### src/rtl/irq_post_pkg.sv
package irq_post_pkg;

  // Fixed line assignment
  localparam int unsigned LINE_SERIAL   = 5;
  localparam int unsigned LINE_PARALLEL = 7;
  localparam int unsigned LINE_NET      = 8;
  localparam int unsigned LINE_DISK     = 9;
  localparam int unsigned LINE_AUDIO    = 13;
  localparam int unsigned LINE_SELF     = 14;
  localparam int unsigned LINE_INPUT    = 26;

  // Word indices (byte offset / 4)
  localparam int unsigned WI_REQ    = 0;
  localparam int unsigned WI_MASK   = 1;
  localparam int unsigned WI_PEND   = 2;
  localparam int unsigned WI_CTRL   = 3;
  localparam int unsigned WI_TGT    = 4;
  localparam int unsigned WI_REQCLR = 5;

  localparam int unsigned CTRL_BERR_BIT = 8;
  localparam int unsigned SEL_BITS      = 5;

  function automatic logic [31:0] legal_mask();
    logic [31:0] m;
    m = '0;
    m[LINE_SERIAL]   = 1'b1;
    m[LINE_PARALLEL] = 1'b1;
    m[LINE_NET]      = 1'b1;
    m[LINE_DISK]     = 1'b1;
    m[LINE_AUDIO]    = 1'b1;
    m[LINE_SELF]     = 1'b1;
    m[LINE_INPUT]    = 1'b1;
    for (int i = 16; i <= 21; i++) m[i] = 1'b1;
    return m;
  endfunction

  // Merge write data into an old word using big-endian byte lanes:
  // lane i (offset i) lives in bits [31-8i -: 8].
  function automatic logic [31:0] lane_merge(input logic [31:0] old_w,
                                             input logic [31:0] new_w,
                                             input logic [3:0]  be);
    logic [31:0] r;
    r = old_w;
    for (int i = 0; i < 4; i++)
      if (be[i]) r[31-8*i -: 8] = new_w[31-8*i -: 8];
    return r;
  endfunction

endpackage

### src/rtl/irq_post_edge.sv
module irq_post_edge #(
  parameter int unsigned W = 32
) (
  input  logic         clk,
  input  logic         rst,
  input  logic [W-1:0] lvl_i,
  output logic [W-1:0] rise_o
);
  logic [W-1:0] lvl_d;

  always_ff @(posedge clk) begin
    if (rst) lvl_d <= '0;
    else     lvl_d <= lvl_i;
  end

  assign rise_o = lvl_i & ~lvl_d;
endmodule

### src/rtl/irq_post_regs.sv
module irq_post_regs
  import irq_post_pkg::*;
#(
  parameter int unsigned  ADDR_W    = 8,
  parameter logic [31:0]  TGT_RESET = 32'h0
) (
  input  logic              clk,
  input  logic              rst,
  input  logic              reg_sel,
  input  logic              reg_wr,
  input  logic [ADDR_W-1:0] reg_addr,
  input  logic [3:0]        reg_be,
  input  logic [31:0]       reg_wdata,
  output logic [31:0]       reg_rdata,
  input  logic [31:0]       lvl_i,
  input  logic [31:0]       rise_i,
  output logic [31:0]       mask_q,
  output logic [31:0]       pend_q,
  output logic [31:0]       tgt_q,
  output logic              berr_q,
  output logic              mask_bad
);
  localparam int unsigned WIX_W = ADDR_W - 2;
  localparam logic [31:0] LEGAL = legal_mask();

  logic [WIX_W-1:0] widx;
  logic             wr_hit, rd_hit;
  logic [31:0]      req_q;
  logic [31:0]      mask_new, tgt_new, ctrl_new, clr_bits, be_bits;
  logic             mask_illegal;

  assign widx   = reg_addr[ADDR_W-1:2];
  assign wr_hit = reg_sel &  reg_wr;
  assign rd_hit = reg_sel & ~reg_wr;

  always_comb begin
    mask_new = lane_merge(mask_q, reg_wdata, reg_be);
    tgt_new  = lane_merge(tgt_q,  reg_wdata, reg_be);
    ctrl_new = lane_merge({23'b0, berr_q, 8'b0}, reg_wdata, reg_be);
    be_bits  = lane_merge(32'h0, 32'hFFFF_FFFF, reg_be);
    clr_bits = reg_wdata & be_bits;
    mask_illegal = ((mask_new & ~LEGAL) != 32'h0) && (mask_new != 32'hFFFF_FFFF);
  end

  always_ff @(posedge clk) begin
    if (rst) begin
      mask_q   <= '0;
      pend_q   <= '0;
      req_q    <= '0;
      tgt_q    <= TGT_RESET;
      berr_q   <= 1'b0;
      mask_bad <= 1'b0;
    end else begin
      if (wr_hit && widx == WIX_W'(WI_MASK)) begin
        mask_q <= mask_new;
        if (mask_illegal) mask_bad <= 1'b1;
      end
      if (wr_hit && widx == WIX_W'(WI_TGT))  tgt_q  <= tgt_new;
      if (wr_hit && widx == WIX_W'(WI_CTRL)) berr_q <= ctrl_new[CTRL_BERR_BIT];

      if (reg_sel && widx == WIX_W'(WI_PEND)) pend_q <= lvl_i;
      else                                    pend_q <= pend_q | lvl_i;

      if (wr_hit && widx == WIX_W'(WI_REQCLR))
        req_q <= (req_q & ~clr_bits) | (rise_i & mask_q);
      else
        req_q <= req_q | (rise_i & mask_q);
    end
  end

  always_ff @(posedge clk) begin
    if (rst) reg_rdata <= '0;
    else if (rd_hit) begin
      if      (widx == WIX_W'(WI_REQ))  reg_rdata <= req_q;
      else if (widx == WIX_W'(WI_MASK)) reg_rdata <= mask_q;
      else if (widx == WIX_W'(WI_PEND)) reg_rdata <= pend_q;
      else if (widx == WIX_W'(WI_CTRL)) reg_rdata <= {23'b0, berr_q, 8'b0};
      else if (widx == WIX_W'(WI_TGT))  reg_rdata <= tgt_q;
      else                              reg_rdata <= '0;
    end
  end
endmodule

### src/rtl/irq_post_owed.sv
module irq_post_owed #(
  parameter int unsigned NSRC  = 32,
  parameter int unsigned CNT_W = 12
) (
  input  logic            clk,
  input  logic            rst,
  input  logic [NSRC-1:0] fire_i,
  input  logic            take_i,
  output logic            any_o,
  output logic [CNT_W-1:0] cnt_q
);
  localparam logic [CNT_W:0] CMAX = {1'b0, {CNT_W{1'b1}}};

  logic [CNT_W:0] add, nxt;

  always_comb begin
    add = '0;
    for (int i = 0; i < NSRC; i++) add = add + {{CNT_W{1'b0}}, fire_i[i]};
    nxt = {1'b0, cnt_q} + add - {{CNT_W{1'b0}}, (take_i && any_o)};
    if (nxt > CMAX) nxt = CMAX;
  end

  always_ff @(posedge clk) begin
    if (rst) cnt_q <= '0;
    else     cnt_q <= nxt[CNT_W-1:0];
  end

  assign any_o = (cnt_q != '0);
endmodule

### src/rtl/irq_post_master.sv
module irq_post_master
  import irq_post_pkg::*;
(
  input  logic        clk,
  input  logic        rst,
  input  logic        owed_i,
  output logic        take_o,
  input  logic [31:0] tgt_i,
  output logic        mst_req,
  input  logic        mst_ready,
  output logic [31:0] mst_addr,
  output logic [31:0] mst_data
);
  logic slot_free;

  assign slot_free = ~mst_req | mst_ready;
  assign take_o    = slot_free & owed_i;

  always_ff @(posedge clk) begin
    if (rst) begin
      mst_req  <= 1'b0;
      mst_addr <= '0;
      mst_data <= '0;
    end else if (slot_free) begin
      mst_req <= owed_i;
      if (owed_i) begin
        mst_addr <= {tgt_i[31:SEL_BITS], {SEL_BITS{1'b0}}};
        mst_data <= {{(32-SEL_BITS){1'b0}}, tgt_i[SEL_BITS-1:0]};
      end
    end
  end
endmodule

### src/rtl/irq_post_hub.sv
module irq_post_hub
  import irq_post_pkg::*;
#(
  parameter int unsigned NSRC      = 32,
  parameter int unsigned ADDR_W    = 8,
  parameter int unsigned CNT_W     = 12,
  parameter logic [31:0] TGT_RESET = 32'h0
) (
  input  logic              clk,
  input  logic              rst,
  input  logic [NSRC-1:0]   src_i,
  input  logic              reg_sel,
  input  logic              reg_wr,
  input  logic [ADDR_W-1:0] reg_addr,
  input  logic [3:0]        reg_be,
  input  logic [31:0]       reg_wdata,
  output logic [31:0]       reg_rdata,
  output logic              mst_req,
  input  logic              mst_ready,
  output logic [31:0]       mst_addr,
  output logic [31:0]       mst_data,
  output logic              mask_bad
);
  logic [31:0] lvl32, rise32, fire32;
  logic [31:0] mask_q, pend_q, tgt_q;
  logic        berr_q, owed_any, take;
  logic [CNT_W-1:0] owed_cnt;

  always_comb begin
    lvl32 = '0;
    lvl32[NSRC-1:0] = src_i;
  end

  irq_post_edge #(.W(32)) u_edge (
    .clk(clk), .rst(rst), .lvl_i(lvl32), .rise_o(rise32)
  );

  irq_post_regs #(.ADDR_W(ADDR_W), .TGT_RESET(TGT_RESET)) u_regs (
    .clk(clk), .rst(rst),
    .reg_sel(reg_sel), .reg_wr(reg_wr), .reg_addr(reg_addr),
    .reg_be(reg_be), .reg_wdata(reg_wdata), .reg_rdata(reg_rdata),
    .lvl_i(lvl32), .rise_i(rise32),
    .mask_q(mask_q), .pend_q(pend_q), .tgt_q(tgt_q),
    .berr_q(berr_q), .mask_bad(mask_bad)
  );

  assign fire32 = rise32 & mask_q & {32{~berr_q}};

  irq_post_owed #(.NSRC(32), .CNT_W(CNT_W)) u_owed (
    .clk(clk), .rst(rst), .fire_i(fire32), .take_i(take),
    .any_o(owed_any), .cnt_q(owed_cnt)
  );

  irq_post_master u_mst (
    .clk(clk), .rst(rst), .owed_i(owed_any), .take_o(take),
    .tgt_i(tgt_q), .mst_req(mst_req), .mst_ready(mst_ready),
    .mst_addr(mst_addr), .mst_data(mst_data)
  );
endmodule

### config.mk
export PLATFORM = sky130hd
export DESIGN_NAME = irq_post_hub
export DESIGN_NICKNAME = d
export VERILOG_FILES = /design/src/rtl/irq_post_pkg.sv /design/src/rtl/irq_post_edge.sv /design/src/rtl/irq_post_regs.sv /design/src/rtl/irq_post_owed.sv /design/src/rtl/irq_post_master.sv /design/src/rtl/irq_post_hub.sv
export SDC_FILE = /design/constraint.sdc
export NUM_CORES = 1
export LEC_CHECK = 0
export ABC_AREA = 1
export CAP_MARGIN = 20
export CORE_MARGIN = 3
export CORE_UTILIZATION = 45
export DETAILED_ROUTE_END_ITERATION = 10
export DONT_BUFFER_PORTS = 1
export GPL_ROUTABILITY_DRIVEN = 0
export MAX_ROUTING_LAYER = met4
export SYNTH_ARGS = -nofsm -noshare
export SYNTH_HDL_FRONTEND = slang
export SYNTH_HIERARCHICAL = 1
export SYNTH_SLANG_ARGS = --single-unit
export TNS_END_PERCENT = 5
### constraint.sdc
create_clock -name clk -period 13.3 [get_ports clk]
set_input_delay 2.66 -clock clk [delete_from_list [all_inputs] [get_ports clk]]
set_output_delay 2.66 -clock clk [all_outputs]
set_load 0.05 [all_outputs]
# [Yosys cells after proc, flatten, opt, wreduce, memory -nomap -nowiden]
# Index checks and enable logic that the tools add are counted.
[classes] add_sub_neg=33 eq_ne=6 n_bitwise=17 magnitude_cmp=1 muxes=16 reduce_logical=17
[op_table] operator="13-bit by 1-bit adder with 13-bit output" count=30
[op_table] operator="32-bit 2-to-1 mux" count=7
[op_table] operator="32-bit bitwise AND" count=5
[op_table] operator="32-bit bitwise OR" count=3
[op_table] operator="8-bit 2-to-1 mux" count=8
[op_table] operator="32-bit inverter" count=2
[op_table] operator="32-bit != test, second input constant" count=1
[op_table] operator="32-bit nonzero test" count=1
[op_table] operator="2-bit AND reduction" count=7
[op_table] operator="12-bit by 13-bit adder with 13-bit output" count=1
[op_table] operator="13-bit by 12-bit > comparator with 1-bit output, second input constant" count=1
[op_table] operator="13-bit by 1-bit subtractor with 13-bit output" count=1
[op_table] operator="6-bit by 2-bit equality test with 1-bit output, second input constant" count=2
[op_table] operator="6-bit by 3-bit equality test with 1-bit output, second input constant" count=2
[op_table] operator="12-bit 2-to-1 mux" count=1
[op_table] operator="12-bit nonzero test" count=1
[op_table] operator="1-bit logical AND" count=7
[op_table] operator="6-bit by 1-bit equality test with 1-bit output, second input constant" count=1
[op_table] operator="6-bit zero test" count=1
[op_table] operator="1-bit bitwise AND" count=3
[op_table] operator="1-bit inverter" count=3
[op_table] operator="1-bit by 1-bit adder with 2-bit output" count=1
[op_table] operator="1-bit bitwise OR" count=1
[word_totals] register_bits=239 word_cells=105 out_inout_bits=98 input_bits=81

# [Depth between registers and ports, before layout]
# Gate-level depths: netlist of run 1.
[depth] word_depth=39 mapped_depth=33 ltp_nobuf=31

# [Hierarchy]
# Netlist of run 1, hierarchy kept.
[by_module_without_submodules] mod="irq_post_regs" area_each_um2=7108.1 seq_area_each_um2=3243.1 cells_each=1005 instances=1
[by_module_without_submodules] mod="irq_post_owed" area_each_um2=2693.8 seq_area_each_um2=240.2 cells_each=361 instances=1
[by_module_without_submodules] mod="irq_post_master" area_each_um2=1790.5 seq_area_each_um2=660.6 cells_each=249 instances=1
[by_module_without_submodules] mod="irq_post_edge" area_each_um2=1034.7 seq_area_each_um2=640.6 cells_each=131 instances=1
[by_module_without_submodules] mod="irq_post_hub" area_each_um2=274.0 seq_area_each_um2=0.0 cells_each=67 instances=1

# [Worst setup path after synthesis of run 1]
# No wires, ideal clock.
[synth_timing] kind="input to register" from="input src_i[21]" to="register u_owed.cnt_q[0]" path_stages=24 arrival_time_ps=7405 slack_ps=5784 cell_sequence="inv_1 -> nor2_1 -> nand2_1 -> nor2_1 -> inv_1 -> fa_1 -> fa_1 -> inv_1 -> fa_1 -> inv_1 -> fa_1 -> fa_1 -> fa_1 -> fa_1 -> fa_1 -> inv_1 -> nand3_1 -> nand3_2 -> nor2b_1 -> nor2_2 -> nand2_4 -> nand3_1 -> nand2_1 -> inv_1"
[synth_between] elab_chain_len=18
[synth_lines] item="start, declared" line="irq_post_hub.sv:11" text="input logic [NSRC-1:0] src_i,"
[synth_lines] item="32-bit bitwise AND (*)" line="irq_post_edge.sv:16" text="assign rise_o = lvl_i & ~lvl_d;"
[synth_lines] item="net rise32[21]" line="irq_post_hub.sv:24" text="logic [31:0] lvl32, rise32, fire32;"
[synth_lines] item="32-bit bitwise AND (*) (2 in series)" line="irq_post_hub.sv:47" text="assign fire32 = rise32 & mask_q & {32{~berr_q}};"
[synth_lines] item="net fire32[21]" line="irq_post_hub.sv:24"
[synth_lines] item="13-bit by 1-bit adder with 13-bit output (*) (11 in series)" line="irq_post_owed.sv:18" text="for (int i = 0; i < NSRC; i++) add = add + {{CNT_W{1'b0}}, fire_i[i]};"
[synth_lines] item="12-bit by 13-bit adder with 13-bit output (*)" line="irq_post_owed.sv:19" text="nxt = {1'b0, cnt_q} + add - {{CNT_W{1'b0}}, (take_i && any_o)};"
[synth_lines] item="13-bit by 1-bit subtractor with 13-bit output (*)" line="irq_post_owed.sv:19"
[synth_lines] item="13-bit by 12-bit > comparator with 1-bit output" line="irq_post_owed.sv:20" text="if (nxt > CMAX) nxt = CMAX;"
[synth_lines] item="12-bit 2-to-1 mux (*)" line="irq_post_owed.sv:20"
[synth_lines] item="end signal, assigned" line="irq_post_owed.sv:25" text="else cnt_q <= nxt[CNT_W-1:0];"
[synth_lines] item="end, declared" line="irq_post_owed.sv:10" text="output logic [CNT_W-1:0] cnt_q"
# The timed path passes the listed nets; every way through them passes the cells marked *.
# A chain may end at the register's enable or synchronous reset.

# [Worst setup path after layout of run 1]
[layout_timing] from="input src_i[3]" to="register u_owed.cnt_q[6]"
[layout_between] elab_chain_len=36
[layout_lines] item="32-bit bitwise AND (*)" line="irq_post_edge.sv:16"
[layout_lines] item="net rise32[3]" line="irq_post_hub.sv:24"
[layout_lines] item="32-bit bitwise AND (*) (2 in series)" line="irq_post_hub.sv:47"
[layout_lines] item="net fire32[3]" line="irq_post_hub.sv:24"
[layout_lines] item="13-bit by 1-bit adder with 13-bit output (*) (29 in series)" line="irq_post_owed.sv:18"
[layout_lines] item="12-bit by 13-bit adder with 13-bit output (*)" line="irq_post_owed.sv:19"
[layout_lines] item="13-bit by 1-bit subtractor with 13-bit output (*)" line="irq_post_owed.sv:19"
[layout_lines] item="13-bit by 12-bit > comparator with 1-bit output" line="irq_post_owed.sv:20"
[layout_lines] item="12-bit 2-to-1 mux (*)" line="irq_post_owed.sv:20"
# Marks and branches as above.

==> qor.csv, run 1 <==
metric;value;unit
design.core.area;28010;um2
ant_nets;0;
mostFrequentLayoutCell;nand2_1;
reg2reg_to;u_owed/cnt_q[6]$_SDFF_PP0_;
setup_tns;0;ns
slew_violations;0;
core.rowCount;61;
cts_hold_buf;0;
start_kind;input port;
cts_buffer_depth;3;
rsz0062_at_grt;no;
synthTopCellsByArea;dfxtp_1 (37%), nand2_1 (11%), nor2_1 (7.2%);
yosysTopAreaCell;dfxtp_1;
synth_flop_cell;dfxtp_1;
synth_edf_count;0;
critPathRequiredTime;13.72;ns
ys_ff_latch;239;
period_needed;7.396;ns
reg2reg_from;u_owed/cnt_q[9]$_SDFF_PP0_;
drt_iter0_markers;791;
worstPathMaxFanout;9;
synth-async-reset-ratio;0;%
vias_per_cell;5.092;
avgSynthCellArea;7.116;um2
initial_utilization;46.06;%
grt_max_degree;137;
finalPower;2.557;mW
irDropWorstVdd;0.0001198;V
status;complete, no violations;
die_area;30740;um2
diodes;0;
numCtsBuffers;27;
ys_seq_area_share;37.09;%
track_usage;22.81;%
worst_ep_arrival_time;7.81;ns
r2r_slack;6.76;ns
relSlewSlack;31.85;%
ctsResizeCount;0;
grt_pass1_vias;10490;
layout-drive-gt1-share;5.487;%
most-common-layout-cells;nand2_1 (386), nor2_1 (249), dfxtp_1 (239);
area_delta_synth_final;6.575;%
hold_path_class;flip-flop to flip-flop;
die_h;175.3;um
drt-total-wl;35.08;mm
vias;11020;
antenna_found_initial;1;
root_buffer;clkbuf_16;
hold_viol_final;0;
power_density;186.0;nW/um2
nets;1941;
insertion_delay;0.53;ns
fmax;135.2;MHz
nFillCells;2862;
timing.critical_path.to;u_owed/cnt_q[6]$_SDFF_PP0_;
pin_count;179;
final_cell_area;13750;um2
synth_area;12900;um2
avgRoutedWirePerCell;16.21;um
power.leakage;6.363;nW
die_x;175.3;um
worst_slew_pin_slew;1.020;ns
rr_worst_depth;24;
synth.top_cell.area_share;37.09;%
place_hpwl;24.79;mm
syn_inst;1813;
crit_path_end_kind;flip-flop;
whs;0.4634;ns
cts.sinks;239;
clk_pin_slew_worst_paths;0.06;ns
cap_viol_max_count;0;
drc_errors;0;
finalSetupViolCount;0;
grt_overflow_total;0;
grt_pass1_wl;55.08;mm
post-cts-setup-buffers;0;
finClkSkew;0.01233;ns
synth_cell_types;36;
ys.warnings.count;6;
period_share;55.61;%
whs_path_depth;2;
io_buffers;0;
dr.pass1.iters;5;
htreeDepth;1;
cts_tree;yes;
crit_path_start;src_i[3];
post_dp_cell_area;12810;um2
path_class;input port to flip-flop;
==> final cells by class <==
cell class	count	area [um2]	area share, %
Clock buffer	40	774.5	5.633
Tap cell	378	473.0	3.440
Inverter	242	908.4	6.607
Clock inverter	8	167.7	1.219
Sequential cell	239	4785	34.80
Timing Repair Buffer	8	60.06	0.4368
Multi-Input combinational cell	1249	6581	47.87
==> where the power goes <==
group / internal, mW / leakage [nW] / switching [mW]
combinational: 0.369 / 3.95 / 0.598
sequential: 0.757 / 1.95 / 0.0431
clock: 0.497 / 0.457 / 0.292
==> flip-flops by register name (all words and copies together), names as in the netlist, 5 cells and up <==
signal / count
u_regs/tgt_q: 32
u_mst/mst_addr: 27
u_regs/req_q: 32
u_regs/mask_q: 32
u_mst/mst_data: 5
u_edge/lvl_d: 32
u_regs/pend_q: 32
u_regs/reg_rdata: 32
u_owed/cnt_q: 12
==> through the flow <==
stage               setup WS, ns  utilization (%)  cells
CTS                        5.886            49.09   2164
finish                     5.904            49.09   2164
global placement           5.393            45.72   2116
floorplan                  5.784                -   1844
global route               5.504            49.09   2164
detailed placement         5.362            45.72   2116
==> cell families after synthesis <==
family / Yosys count / share of synthesized area, %
flip-flops: 239 / 37.09
XOR/XNOR: 4 / 0.2716
adder cells (fa/ha/maj): 93 / 10.59
buffers and inverters: 356 / 12.84
AO/OA/AOI/OAI: 388 / 15.52
AND/OR/NAND/NOR: 732 / 23.66
other: 1 / 0.02907
==> routing by layer <==
layer	share of wire (%)	global-route usage, %	vias up	wire, um
li1	-	-	5579	-
met2	47	37.13	300	16350
met4	2.1	5.153	0	739
met5	0	-	-	0
met3	7.1	4.950	48	2501
met1	44	29.25	5093	15490
==> synthesized netlist by cell type, types with 12 or more instances <==
cell      instances
nand3_1          45
a31oi_1          18
a21oi_1         179
nand3_2          12
clkbuf_1         25
nor2_1          249
buf_2            30
buf_4            41
o21ai_1          91
buf_6            17
inv_1           236
ha_1             66
fa_1             27
o21ai_0          90
dfxtp_1         239
nand2_1         388
==> worst min path at each step <==
stage                                             start                             to  slack [ns]
after floorplan           u_regs/tgt_q[22]$_SDFFE_PP0P_  u_regs/tgt_q[22]$_SDFFE_PP0P_        0.44
after global placement    u_regs/mask_q[3]$_SDFFE_PP0P_     u_regs/req_q[3]$_SDFF_PP0_        0.45
after detailed placement  u_regs/tgt_q[13]$_SDFFE_PP0P_  u_regs/tgt_q[13]$_SDFFE_PP0P_        0.46
after CTS                 u_regs/tgt_q[13]$_SDFFE_PP0P_  u_regs/tgt_q[13]$_SDFFE_PP0P_        0.46
after global routing      u_regs/tgt_q[14]$_SDFFE_PP0P_  u_regs/tgt_q[14]$_SDFFE_PP0P_        0.49
final                     u_regs/tgt_q[14]$_SDFFE_PP0P_  u_regs/tgt_q[14]$_SDFFE_PP0P_        0.46
==> worst max-delay path, cell delays in order <==
cell and delay, ns:
inv_1 0.03, nor2_1 0.16, nand2_1 0.10, nor2_1 0.09, inv_1 0.06, fa_1 0.58, fa_1 0.46, fa_1 0.54
fa_1 0.44, fa_1 0.54, fa_1 0.44, fa_1 0.43, fa_1 0.41, inv_1 0.09, nand3_1 0.08, nand3_2 0.13
nor2b_1 0.17, nor2_2 0.08, nand2_4 0.10, nand3_1 0.08, nand2_1 0.08, inv_1 0.04
Power figures use the tool's default switching activity.
==> inputs of run 2 (changes only) <==
==> constraint.sdc (replaced) <==
create_clock -name clk -period 7.7 [get_ports clk]
set_input_delay 1.54 -clock clk [delete_from_list [all_inputs] [get_ports clk]]
set_output_delay 1.54 -clock clk [all_outputs]
set_load 0.05 [all_outputs]
==> qor.csv, run 2 (synthesized netlist as in run 1, its figures left out) <==
metric;value;unit
die_area;30740;um2
nets;1943;
whs;0.4685;ns
pin_count;179;
root_buffer;clkbuf_16;
die_h;175.3;um
power_density;331.1;nW/um2
worst_slew_pin_slew;1.068;ns
slew_violations;0;
status;complete, no violations;
grt_pass1_vias;10800;
whs_path_depth;2;
ant_nets;0;
track_usage;23.16;%
setup_tns;0;ns
irDropWorstVdd;0.0001704;V
period_share;82.29;%
clk_pin_slew_worst_paths;0.06;ns
fmax;157.8;MHz
grt_max_degree;137;
design.core.area;28010;um2
nFillCells;2858;
min_from;u_regs/tgt_q[17]$_SDFFE_PP0P_;
hold_path_class;flip-flop to flip-flop;
ctsResizeCount;0;
worst_ep_arrival_time;6.76;ns
die_x;175.3;um
period_needed;6.336;ns
fin_util;49.69;%
path_class;flip-flop to flip-flop;
whs_endpoint;u_regs/tgt_q[17]$_SDFFE_PP0P_;
most-common-layout-cells;nand2_1 (386), nor2_1 (249), dfxtp_1 (239);
area_delta_synth_final;7.894;%
drt_iter0_markers;866;
diodes;0;
worstPathMaxFanout;9;
antenna_found_initial;0;
htreeDepth;1;
avgRoutedWirePerCell;16.26;um
cts.sinks;239;
cts_tree;yes;
finalSetupViolCount;0;
cts_hold_buf;0;
mostFrequentLayoutCell;nand2_1;
start_kind;flip-flop;
rr_worst_depth;25;
drt-total-wl;35.27;mm
io_buffers;0;
vias_per_cell;5.110;
vias;11080;
finClkSkew;0.02644;ns
numCtsBuffers;28;
relSlewSlack;28.56;%
crit_path_end_kind;flip-flop;
reg2reg_to;u_owed/cnt_q[6]$_SDFF_PP0_;
r2r_slack;1.36;ns
initial_utilization;46.06;%
power.leakage;6.447;nW
rsz0062_at_grt;no;
cap_viol_max_count;0;
layout-drive-gt1-share;5.918;%
drc_errors;0;
reg2reg_from;u_owed/cnt_q[9]$_SDFF_PP0_;
grt_overflow_total;0;
hold_viol_final;0;
core.rowCount;61;
post-cts-setup-buffers;0;
insertion_delay;0.55;ns
critPathRequiredTime;8.13;ns
place_hpwl;24.68;mm
grt_pass1_wl;56.05;mm
dr.pass1.iters;5;
cts_buffer_depth;3;
==> run 2: worst max path at each step <==
| stage | from | endpoint | slack, ns | depth (start not counted) |
|---|---|---|---|---|
| final | u_owed/cnt_q[9]$_SDFF_PP0_ | u_owed/cnt_q[6]$_SDFF_PP0_ | 1.36 | 25 |
| after global routing | u_owed/cnt_q[9]$_SDFF_PP0_ | u_owed/cnt_q[6]$_SDFF_PP0_ | 1.08 | 25 |
| after CTS | u_owed/cnt_q[9]$_SDFF_PP0_ | u_owed/cnt_q[6]$_SDFF_PP0_ | 1.30 | 25 |
| after detailed placement | src_i[3] | u_owed/cnt_q[6]$_SDFF_PP0_ | 0.89 | 22 |
| after global placement | src_i[3] | u_owed/cnt_q[1]$_SDFF_PP0_ | 0.96 | 22 |
| after floorplan | src_i[21] | u_owed/cnt_q[0]$_SDFF_PP0_ | 1.30 | 24 |
==> run 2: layout make-up <==
| class | instances | area, um2 | area share (%) |
|---|---|---|---|
| Clock buffer | 38 | 799.5 | 5.744 |
| Clock inverter | 14 | 305.3 | 2.193 |
| Inverter | 242 | 908.4 | 6.526 |
| Multi-Input combinational cell | 1249 | 6581 | 47.28 |
| Sequential cell | 239 | 4785 | 34.37 |
| Tap cell | 378 | 473.0 | 3.398 |
| Timing Repair Buffer | 9 | 67.56 | 0.4854 |
==> run 2: power by group <==
part	internal (mW)	switching [mW]	leakage, nW
clock network	1.03	0.541	0.536
registers	1.31	0.0742	1.95
logic	0.634	1.02	3.96
==> run 2: layer usage <==
layer | share of wire (%) | vias to the layer above | track usage, %
met5 | 0 | - | -
met4 | 3.5 | 0 | 7.347
met3 | 7.2 | 68 | 4.994
met2 | 45 | 321 | 37.13
met1 | 44 | 5113 | 29.34
li1 | - | 5581 | -
==> run 2: critical path: stages, from the launching register on <==
cell	delay (ns)
dfxtp_1	0.31
inv_1	0.09
ha_1	0.20
nand2_1	0.07
nor3_1	0.18
nand4_1	0.38
inv_1	0.18
a21oi_1	0.11
and2_1	0.24
ha_1	0.29
fa_1	0.50
fa_1	0.55
fa_1	0.44
fa_1	0.54
fa_1	0.44
fa_1	0.42
fa_1	0.41
inv_1	0.10
nand3_1	0.08
nand3_2	0.13
nor2b_1	0.17
nor2_2	0.08
nand2_4	0.11
nand3_1	0.09
nand2_1	0.07
inv_1	0.04
==> run 2: through the flow <==
stage                     setup WS (ns)  area, um2  total power, mW  instances
final                             1.364      13920            4.608       2169
after global routing              1.084      13920            4.994       2169
after CTS                         1.300      13920            4.646       2169
after detailed placement         0.8934      12810            3.064       2117
after global placement           0.9552      12810            3.027       2117
after floorplan                   1.304      13020            2.757       1844
